File: src/rtl/irq_entry_pkg.sv
package irq_entry_pkg;
  typedef enum logic [2:0] {
    ST_IDLE,
    ST_PUSH_PS,
    ST_PUSH_RA,
    ST_VEC_RD,
    ST_LOAD_PC,
    ST_FIN
  } seq_state_e;

  typedef enum logic [1:0] {
    CLS_SHORT = 2'd0,
    CLS_MID   = 2'd1,
    CLS_LONG  = 2'd2,
    CLS_RSVD  = 2'd3
  } insn_cls_e;
endpackage

File: src/rtl/irq_ret_addr.sv
module irq_ret_addr
  import irq_entry_pkg::*;
#(
  parameter int XLEN = 32
) (
  input  logic [XLEN-1:0] pc_i,
  input  insn_cls_e       cls_i,
  output logic [XLEN-1:0] ra_o
);
  logic [XLEN-1:0] step;

  always_comb begin
    unique case (cls_i)
      CLS_LONG: step = XLEN'(6);
      CLS_MID:  step = XLEN'(4);
      default:  step = XLEN'(2);
    endcase
  end

  assign ra_o = pc_i + step;
endmodule

File: src/rtl/irq_vec_addr.sv
module irq_vec_addr #(
  parameter int XLEN  = 32,
  parameter int NUM_W = 8
) (
  input  logic [XLEN-1:0]  tbr_i,
  input  logic [NUM_W-1:0] num_i,
  output logic [XLEN-1:0]  addr_o
);
  localparam int OFS_W = NUM_W + 2;

  // top slot minus 4*num == {~num, 2'b00}
  logic [OFS_W-1:0] ofs;
  assign ofs    = {~num_i, 2'b00};
  assign addr_o = tbr_i + XLEN'(ofs);
endmodule

File: src/rtl/irq_entry_seq.sv
module irq_entry_seq
  import irq_entry_pkg::*;
#(
  parameter int XLEN    = 32,
  parameter int NUM_W   = 8,
  parameter int LVL_W   = 5,
  parameter int ILM_LSB = 16,
  parameter int S_BIT   = 5
) (
  input  logic             clk_i,
  input  logic             rst_ni,
  input  logic             start_i,
  input  logic [LVL_W-1:0] irq_level_i,
  input  logic [NUM_W-1:0] irq_num_i,
  input  logic [1:0]       insn_class_i,
  input  logic [XLEN-1:0]  pc_i,
  input  logic [XLEN-1:0]  ps_i,
  input  logic [XLEN-1:0]  ssp_i,
  input  logic [XLEN-1:0]  tbr_i,
  output logic             mem_req_o,
  output logic             mem_we_o,
  output logic [XLEN-1:0]  mem_addr_o,
  output logic [XLEN-1:0]  mem_wdata_o,
  input  logic [XLEN-1:0]  mem_rdata_i,
  output logic             ssp_we_o,
  output logic [XLEN-1:0]  ssp_o,
  output logic             ps_we_o,
  output logic [XLEN-1:0]  ps_o,
  output logic             pc_we_o,
  output logic [XLEN-1:0]  pc_o,
  output logic             busy_o,
  output logic             done_o,
  output logic             recheck_o
);
  localparam logic [XLEN-1:0] WORD = XLEN'(4);

  seq_state_e       state_q, state_d;
  logic [XLEN-1:0]  pc_q, ps_q, ssp_q, tbr_q;
  logic [LVL_W-1:0] lvl_q;
  logic [NUM_W-1:0] num_q;
  insn_cls_e        cls_q;
  logic [XLEN-1:0]  ra, vec_addr, ps_new, sp_m1, sp_m2;
  logic             take;

  assign take = (state_q == ST_IDLE) && start_i;

  always_ff @(posedge clk_i or negedge rst_ni) begin
    if (!rst_ni) begin
      state_q <= ST_IDLE;
      pc_q    <= '0;
      ps_q    <= '0;
      ssp_q   <= '0;
      tbr_q   <= '0;
      lvl_q   <= '0;
      num_q   <= '0;
      cls_q   <= CLS_SHORT;
    end else begin
      state_q <= state_d;
      if (take) begin
        pc_q  <= pc_i;
        ps_q  <= ps_i;
        ssp_q <= ssp_i;
        tbr_q <= tbr_i;
        lvl_q <= irq_level_i;
        num_q <= irq_num_i;
        cls_q <= insn_cls_e'(insn_class_i);
      end
    end
  end

  always_comb begin
    state_d = state_q;
    unique case (state_q)
      ST_IDLE:    if (start_i) state_d = ST_PUSH_PS;
      ST_PUSH_PS: state_d = ST_PUSH_RA;
      ST_PUSH_RA: state_d = ST_VEC_RD;
      ST_VEC_RD:  state_d = ST_LOAD_PC;
      ST_LOAD_PC: state_d = ST_FIN;
      ST_FIN:     state_d = ST_IDLE;
      default:    state_d = ST_IDLE;
    endcase
  end

  irq_ret_addr #(.XLEN(XLEN)) u_ret (
    .pc_i  (pc_q),
    .cls_i (cls_q),
    .ra_o  (ra)
  );

  irq_vec_addr #(.XLEN(XLEN), .NUM_W(NUM_W)) u_vec (
    .tbr_i  (tbr_q),
    .num_i  (num_q),
    .addr_o (vec_addr)
  );

  assign sp_m1 = ssp_q - WORD;
  assign sp_m2 = ssp_q - (WORD + WORD);

  always_comb begin
    ps_new                       = ps_q;
    ps_new[ILM_LSB +: LVL_W]     = lvl_q;
    ps_new[S_BIT]                = 1'b0;
  end

  always_comb begin
    mem_req_o   = 1'b0;
    mem_we_o    = 1'b0;
    mem_addr_o  = '0;
    mem_wdata_o = '0;
    ssp_we_o    = 1'b0;
    ssp_o       = '0;
    ps_we_o     = 1'b0;
    ps_o        = '0;
    pc_we_o     = 1'b0;
    pc_o        = '0;
    done_o      = 1'b0;
    unique case (state_q)
      ST_PUSH_PS: begin
        mem_req_o   = 1'b1;
        mem_we_o    = 1'b1;
        mem_addr_o  = sp_m1;
        mem_wdata_o = ps_q;
        ssp_we_o    = 1'b1;
        ssp_o       = sp_m1;
      end
      ST_PUSH_RA: begin
        mem_req_o   = 1'b1;
        mem_we_o    = 1'b1;
        mem_addr_o  = sp_m2;
        mem_wdata_o = ra;
        ssp_we_o    = 1'b1;
        ssp_o       = sp_m2;
      end
      ST_VEC_RD: begin
        mem_req_o  = 1'b1;
        mem_addr_o = vec_addr;
        ps_we_o    = 1'b1;
        ps_o       = ps_new;
      end
      ST_LOAD_PC: begin
        pc_we_o = 1'b1;
        pc_o    = mem_rdata_i;
      end
      ST_FIN:  done_o = 1'b1;
      default: ;
    endcase
  end

  assign busy_o    = (state_q != ST_IDLE);
  assign recheck_o = done_o;

  AST_START_PUSH_SSP: assert property (@(posedge clk_i) disable iff (!rst_ni)
    (start_i && !busy_o) |=> (ssp_we_o && ssp_o == $past(ssp_i) - WORD));
  AST_STACK_STEP: assert property (@(posedge clk_i) disable iff (!rst_ni)
    (mem_req_o && mem_we_o && $past(mem_req_o && mem_we_o))
      |-> (mem_addr_o == $past(mem_addr_o) - WORD));
  AST_MASK_AFTER_PUSH: assert property (@(posedge clk_i) disable iff (!rst_ni)
    ps_we_o |-> $past(mem_req_o && mem_we_o));
  AST_PC_AFTER_READ: assert property (@(posedge clk_i) disable iff (!rst_ni)
    pc_we_o |-> $past(mem_req_o && !mem_we_o));
  AST_DONE_AFTER_PC: assert property (@(posedge clk_i) disable iff (!rst_ni)
    done_o |-> $past(pc_we_o));
  AST_DONE_PULSE: assert property (@(posedge clk_i) disable iff (!rst_ni)
    done_o |=> !done_o && !busy_o);
  AST_BUSY_HOLD: assert property (@(posedge clk_i) disable iff (!rst_ni)
    (busy_o && !done_o) |=> busy_o);
endmodule

File: config.mk
export PLATFORM = sky130hd
export DESIGN_NAME = irq_entry_seq
export DESIGN_NICKNAME = d
export VERILOG_FILES = /design/src/rtl/irq_entry_pkg.sv /design/src/rtl/irq_ret_addr.sv /design/src/rtl/irq_vec_addr.sv /design/src/rtl/irq_entry_seq.sv
export SDC_FILE = /design/constraint.sdc
export NUM_CORES = 1
export LEC_CHECK = 0
export BUFFER_PORTS_ARGS = -buffer_cell sky130_fd_sc_hd__buf_4
export CORE_UTILIZATION = 50
export DETAILED_ROUTE_END_ITERATION = 8
export GPL_TIMING_DRIVEN = 1
export PLACE_DENSITY = 0.81
export REMOVE_ABC_BUFFERS = 1
export SLEW_MARGIN = 0
export SYNTH_ARGS = -nofsm -noshare
export SYNTH_HDL_FRONTEND = slang
export SYNTH_SLANG_ARGS = --single-unit
File: constraint.sdc
create_clock -name clk_i -period 3.9 [get_ports clk_i]
set_input_delay 0.78 -clock clk_i [delete_from_list [all_inputs] [get_ports clk_i]]
set_output_delay 0.78 -clock clk_i [all_outputs]
set_load 0.005 [all_outputs]
==> impl_summary.txt, run 1 <==
----------------------------------------------------
[Floorplanning]
  I/O pin cnt ... 346
  Horiz. Die Dim ... 135 µm
  Die Area ... 18300 µm²
  Core box area ... 17400 µm²
  DIE HEIGHT ... 135 µm
  Cell Rows ... 48
  Initial cell density of the core ... 51.3%

[Pwr]
  Cell internal power dissipation ... 6110 µW
  Total power per unit cell area ... 844 nW/µm²
  Net switching power of the design ... 4320 µW
  Clock share of power ... 15.7%
  Total power after layout ... 10400 µW
  Logic pwr share ... 54.1%
  Switching power share of the total ... 41.4%
  Worst IR drop on VDD ... 380 µV
  Leakage Power ... 0.00584 µW
  Sequential group share of total power ... 30.1%

[Setup path]
  CP startpoint kind ... flip-flop
  Critical path launch point ... num_q[0]
  Required time at the worst-slack endpoint ... 3.12 ns
  Delay of the slowest cell on the worst path ... 0.36 ns
  Critical Path End Type ... output port
  Peak fanout along the critical path ... 4
  Data arrival time of the critical path ... 3.02 ns
  Reg-to-Reg Start ... state_q[2]
  Cell with the largest stage delay on the worst path ... dfrtp_1
  Kind of critical path ... flip-flop to output port
  Cells along the critical path ... inv_1 -> ha_2 -> inv_1 -> fa_2 -> nand2b_4 -> a21o_1 -> a311oi_2 -> clkdlybuf4s15_2 -> nand4_1 -> xnor2_1 -> a21o_1 -> buf_4
  Worst Reg2Reg Path Length in Cells ... 5

[CTS]
  Clock latency at the later pin of the worst-skew pair ... 0.43 ns
  Clock transition at path regs ... 0.07 ns
  Clock tree from TritonCTS ... built
  Number of levels the H-tree was split into ... 4
  Total CTS buffers ... 17
  Clock sink total ... 146
  Maximum buffer depth of the clock tree ... 2
  Cell chosen for the clock root ... clkbuf_16

[STA]
  Period utilization ... 97.5%
  Final Hold Slack ... 0.382 ns
  Slew margin rel. ... 43.0%
  Max-slew violations ... 0
  Transition time at the pin with the least slew margin ... 0.853 ns
  Final critical delay including setup and external delays ... 3.80 ns
  Number of hold-slack violations in the final timing report ... 0
  Achievable Freq ... 263 MHz
  Final total negative setup slack ... 0 ns
  Worst-case clock skew ... 0.0127 ns
  Number of setup violations in the final report ... 0

[Routing]
  Per-cell routed wire length ... 19.5 µm
  Detailed router's first-iteration violation count ... 496
  DRT Pass-1 Iters ... 8
  Total number of vias ... 8412
  Final antenna-violating net count ... 0
  Final wirelength ... 28700 µm
  Remaining DRCs ... 0
  Vias/cell ... 5.73

[Yosys]
  Synth Area in Adders ... 2.28%
  Proportion of synthesized chip area in sequential cells ... 41.0%
  Top-area cell type share of the netlist area ... 41.0%
  Number of distinct library cells after synthesis ... 66
  List of most frequent post-synthesis cells ... dfrtp_1, mux2_2, nand2_1, o21ai_0, and2_1
  Mux cell area share after synthesis ... 16.2%
  Dominant synthesized flop cell ... dfrtp_1
  Post-Synthesis Cell Area ... 8910 µm²
  Number of enable flip-flop cells after synthesis ... 0
  Synthesized instance count ... 899
  Async set-reset flop share out of synthesis ... 100%
  Yosys warns ... 0
  Share of the synthesized area in compound gates (AO/OA/AOI/OAI) ... 13.5%
  Yosys top cell by area ... dfrtp_1
  Simple-gate area share of the yosys netlist ... 17.7%
  Per-instance average area after synthesis ... 9.91 µm²
  XOR/XNOR Fraction of Synth Area ... 5.21%
  Total of flip-flops plus latches after synthesis ... 146
  Main combinational cell family by area after synthesis ... simple AND/OR/NAND/NOR gates
  Most repeated cell in the gate-level netlist after synthesis ... dfrtp_1
  Main area contributors after synthesis ... dfrtp_1, mux2_2, o21ai_0, nand2_1, and2_1

[GRT]
  Global route total overflow ... 0
  Global route hottest layer ... met2
  Largest net degree at the start of global routing ... 75
  Global routing usage summed across all routing layers ... 30.9%
  Global-route wire length before repair ... 43200 µm
  M1 GR Usage ... 35.2%
  Antenna violations before repair ... 0
  Number of global-route vias before repair ... 8108
  Routing usage on met3 ... 5.95%
  Met2 track demand over resource ... 56.3%

[Layout]
  Count of nets after finishing ... 1422
  Final std cells w/o fill ... 1467
  Diode count ... 0
  Fraction of layout cells with a size suffix above 1 ... 44.3%
  Post-Route Utilization ... 71.2%
  Total of fill cells in the finished design ... 1338
  Synthesis-to-finish area growth ... 38.8%

[Placement]
  # port buffers ... 344
  RD Place Congestion ... 0.898
  HPWL Detailed ... 21600 µm
  Placed Cells incl. Taps ... 1432

[Job]
  Maximum Capacitance Violations ... 0

[Status]
  Status ... complete, no violations

[Hold path]
  Worst min-delay path class ... primary input to asynchronous set/reset pin

----------------------------------------------------
==> area by class of cell <==
type                            instances  area, µm²  share of cell area, %
Clock inverter                         14        155                   1.26
Timing Repair Buffer                  365       2790                   22.5
Sequential cell                       146       3650                   29.6
Multi-Input combinational cell        673       4950                   40.0
Tap cell                              225        282                   2.28
Inverter                               26       97.6                  0.790
Clock buffer                           18        439                   3.55
==> sequential cells by signal (all words and copies together) (netlist names) <==
register  cells
ps_q         32
tbr_q        32
lvl_q         5
pc_q         32
state_q       3
cls_q         2
num_q         8
ssp_q        32
==> cell usage in the layout, fill, tap and decap left out, types with 7 or more instances in the layout <==
| cell type | Yosys | routed |
|---|---|---|
| buf_4 | 3 | 360 |
| dfrtp_1 | 146 | 146 |
| mux2_2 | 127 | 127 |
| nand2_1 | 77 | 77 |
| o21ai_0 | 65 | 65 |
| and2_1 | 42 | 42 |
| and3_1 | 39 | 39 |
| nor2_1 | 32 | 31 |
| xor2_1 | 28 | 28 |
| a21o_1 | 26 | 26 |
| inv_1 | 26 | 25 |
| nand3_1 | 24 | 24 |
| xnor2_1 | 25 | 24 |
| a21oi_1 | 20 | 20 |
| nor3_1 | 22 | 20 |
| clkbuf_16 | 0 | 17 |
| a31oi_1 | 12 | 12 |
| ha_1 | 13 | 12 |
| nand4_1 | 11 | 11 |
| and4_1 | 10 | 10 |
| o22ai_1 | 9 | 8 |
| a311oi_1 | 8 | 8 |
| nor4_1 | 7 | 7 |
==> critical path: cells and delay by family, from the launching register on <==
kind	cells	cell delay (ns)
AOI/OAI and AO/OA	3	0.73
buffers and inverters	4	0.55
adders and majority gates	2	0.52
DFF	1	0.36
and+or+nand+nor	2	0.28
xor gates and xnor gates	1	0.16
==> metrics by stage <==
stage | area, µm² | setup WS [ns]
after CTS | 12300 | 0.0531
after floorplan | 8640 | -4.25
final | 12400 | 0.0971
after global routing | 12400 | -0.0176
after detailed placement | 11700 | 0.416
after global placement | 11700 | 0.569
==> what timing repair did <==
item | 4_1_cts | 5_1_grt
buffers inserted | 0 | 2
gates resized for setup | 1 | 7
gates cloned | 0 | 1
hold buffers | 0 | 0
pin swaps | 0 | 1
endpoints found under the hold margin | 0 | 0
endpoints found under the setup margin | 1 | 9
==> power groups by stage <==
stage | clock [µW] | sequential [µW] | combinational [µW]
2_1_floorplan | 0 | 2890 | 3300
3_3_place_gp | 0 | 3090 | 5460
3_5_place_dp | 0 | 3130 | 5550
4_1_cts | 1670 | 3110 | 5590
5_1_grt | 1720 | 3250 | 6090
6_report | 1640 | 3140 | 5650
==> metal layers <==
| metal | part of all wire (%) | vias up | routed length (µm) |
|---|---|---|---|
| met3 | 7.0 | 62 | 2010 |
| met5 | 0 | - | 0 |
| met4 | 3.5 | 0 | 1010 |
| met1 | 37 | 4085 | 10700 |
| li1 | - | 3899 | - |
| met2 | 52 | 366 | 14900 |
==> cell families after synthesis <==
logic type | Yosys count
and+or+nand+nor | 294
AOI/OAI and AO/OA | 182
DFF | 146
muxes | 128
buffers and inverters | 80
xor gates and xnor gates | 53
adders and majority gates | 15
other | 1
==> final timing paths <==
kind | end | slack, ns
setup / recovery | mem_addr_o[22] | 0.1
hold / removal | tbr_q[0] | 0.38
setup reg to reg | ssp_q[7] | 1.30
hold reg to reg | ssp_q[0] | 0.50
max in group asynchronous | cls_q[0] | 2.61
min in group clk_i | ssp_q[0] | 0.50
Note: power is estimated with default switching activity, not from simulation.
==> run 2: changes to the inputs <==
- RECOVER_POWER: not set -> 50
==> run 2 against run 1 <==
- the run now ends with max-capacitance violations, max-slew violations left
- die area unchanged
- sequential share of layout area up 0.18 points
- flip-flop and latch count unchanged
- final area decreased by 0.61%
- cell count did not move
- clock power is essentially flat
- via count is 0.26% lower
- sequential power hardly changed
- critical endpoint unchanged
- critical path depth unchanged
- setup slack got worse by 0.0011 ns
==> impl_summary.txt, run 2 (synthesis results as in run 1) <==
----------------------------------------------------
[Status]
  Status ... finished, violations left
  Violated checks ... max-capacitance violations, max-slew violations

[Hold path]
  Worst min-delay path class ... flip-flop to flip-flop

[Routing]
  Met3 layer wire length in the routed design ... 1900 µm (-5.3%)
  Vias/cell ... 5.72 (-0.26%)
  Final wirelength ... 28600 µm (-0.19%)
  Sum of routed wire segments on met1 ... 10800 µm (+0.21%)
  Remaining DRCs ... 0 (unchanged)
  Top routing layer in use ... met4
  Detailed router's first-iteration violation count ... 473 (-4.6%)
  Final antenna-violating net count ... 0 (unchanged)
  Total length of routed met2 wires ... 15000 µm (+0.78%)
  DRT Pass-1 Iters ... 5 (-3)
  Total number of vias ... 8390 (-0.26%)
  Per-cell routed wire length ... 19.5 µm (-0.19%)

[Floorplanning]
  Cell Rows ... 48 (unchanged)
  Initial cell density of the core ... 51.3% (unchanged)
  Core box area ... 17400 µm² (unchanged)
  Horiz. Die Dim ... 135 µm (unchanged)
  Die Area ... 18300 µm² (unchanged)
  DIE HEIGHT ... 135 µm (unchanged)
  I/O pin cnt ... 346 (unchanged)

[Setup path]
  Required time at the worst-slack endpoint ... 3.12 ns (about the same)
  Kind of critical path ... flip-flop to output port
  Peak fanout along the critical path ... 4 (unchanged)
  CP startpoint kind ... flip-flop
  Critical Path End Type ... output port
  Data arrival time of the critical path ... 3.02 ns (about the same)

[CTS]
  Number of levels the H-tree was split into ... 4 (unchanged)
  Total CTS buffers ... 17 (unchanged)
  Number of hold buffers added after CTS ... 0 (unchanged)
  Maximum buffer depth of the clock tree ... 2 (unchanged)
  Clock sink total ... 146 (unchanged)
  Cell chosen for the clock root ... clkbuf_16
  Clock transition at path regs ... 0.07 ns (about the same)
  Clock tree from TritonCTS ... built
  Clock latency at the later pin of the worst-skew pair ... 0.43 ns (about the same)

[STA]
  Achievable Freq ... 263 MHz (about the same)
  Transition time at the pin with the least slew margin ... 1.91 ns (+1.06 ns)
  Worst-case clock skew ... 0.0121 ns (-0.000667 ns)
  Period utilization ... 97.5% (about the same)
  Slew margin rel. ... -27.5% (-71 points)
  Number of hold-slack violations in the final timing report ... 0 (unchanged)
  Worst setup margin ... 0.0960 ns (-0.00115 ns)
  Number of setup violations in the final report ... 0 (unchanged)
  Final critical delay including setup and external delays ... 3.80 ns (+0.00115 ns)
  Max-slew violations ... 97 (+97)

[Layout]
  Final non-filler cell area ... 12300 µm² (-0.61%)
  Fraction of layout cells with a size suffix above 1 ... 43.3% (-0.97 points)
  Most common cell after layout, fill and taps aside ... buf_4
  Diode count ... 0 (unchanged)
  Post-Route Utilization ... 70.8% (-0.43 points)
  Count of nets after finishing ... 1422 (unchanged)
  Highest-count cells in the layout ignoring fill and taps ... buf_4, dfrtp_1, mux2_2
  Synthesis-to-finish area growth ... 37.9%

[Placement]
  # port buffers ... 344 (unchanged)
  RD Place Congestion ... 0.898 (unchanged)
  HPWL Detailed ... 21600 µm (unchanged)
  Post-Place Cell Area ... 11700 µm² (unchanged)
  Worst setup timing slack at the placement stage ... 0.416 ns (unchanged)

[GRT]
  Global routing usage summed across all routing layers ... 30.9% (unchanged)
  Largest net degree at the start of global routing ... 75 (unchanged)
  Antenna violations before repair ... 0 (unchanged)
  Global route total overflow ... 0 (unchanged)
  Number of global-route vias before repair ... 8108 (unchanged)
  Global-route wire length before repair ... 43200 µm (unchanged)

[Pwr]
  Total power per unit cell area ... 846 nW/µm² (+0.19%)
  Worst IR drop on VDD ... 380 µV (-0.22%)
  Leakage Power ... 0.00578 µW (-1.1%)

[Job]
  Maximum Capacitance Violations ... 2 (+2)

----------------------------------------------------
[run 2: cell count changes in the layout (fill, tap and decap cells not counted), sizes merged]
cell    change
buf        -38
clkbuf     +38
[run 2: metal layers]
layer  track usage [%]  vias to the layer above
li1                  -                     3889
met1              35.2                     4091
met2              56.3                      351
met3              5.95                       59
met4              13.0                        0
met5                 0                        -
[run 2: where the power goes]
group	switching, µW	internal [µW]	total (µW)
Clock	764	878	1640
Sequential	842	2290	3140
Combinational	2700	2910	5610
[run 2: final timing paths]
path	startpoint	to	slack, ns	cells past startpoint
worst max-delay path	num_q[0]	mem_addr_o[22]	0.1	12
worst min-delay path	ssp_q[0]	ssp_q[0]	0.50	1
worst max register to register	state_q[2]	ssp_q[7]	0.40	5
worst min register to register	ssp_q[0]	ssp_q[0]	0.50	1
max in group asynchronous	rst_ni	cls_q[0]	0.95	2
min in group asynchronous	rst_ni	tbr_q[0]	0.88	1
[run 2: layout make-up]
type / count / area (µm²)
Timing Repair Buffer: 365 / 2730
Clock inverter: 14 / 155
Tap cell: 225 / 282
Inverter: 26 / 97.6
Fill cell: 1364 / 5070
Sequential cell: 146 / 3650
Multi-Input combinational cell: 673 / 4930
Clock buffer: 18 / 439
[run 2: timing repair]
action,CTS,global route
buffers inserted,0,2
setup endpoints to repair,1,9
resized for setup,1,7
gates cloned,0,1
pin swaps,0,1
[run 2: through the flow]
step | setup TNS, ns | power [µW] | std cells | hold WS [ns]
2_1_floorplan | -602.02 | 6190 | 845 | 0.472
3_3_place_gp | 0 | 8550 | 1432 | 0.480
3_5_place_dp | 0 | 8690 | 1432 | 0.488
4_1_cts | 0 | 10400 | 1464 | 0.408
5_1_grt | -0.0176 | 11000 | 1467 | 0.521
6_report | 0 | 10400 | 1467 | 0.502
[run 2: critical path, cell delays in order (launching register included)]
cell,delay [ns]
dfrtp_1,0.36
inv_1,0.07
ha_2,0.18
inv_1,0.05
fa_2,0.34
nand2b_4,0.16
a21o_1,0.18
a311oi_2,0.36
clkdlybuf4s15_2,0.31
nand4_1,0.12
xnor2_1,0.16
a21o_1,0.19
buf_4,0.13
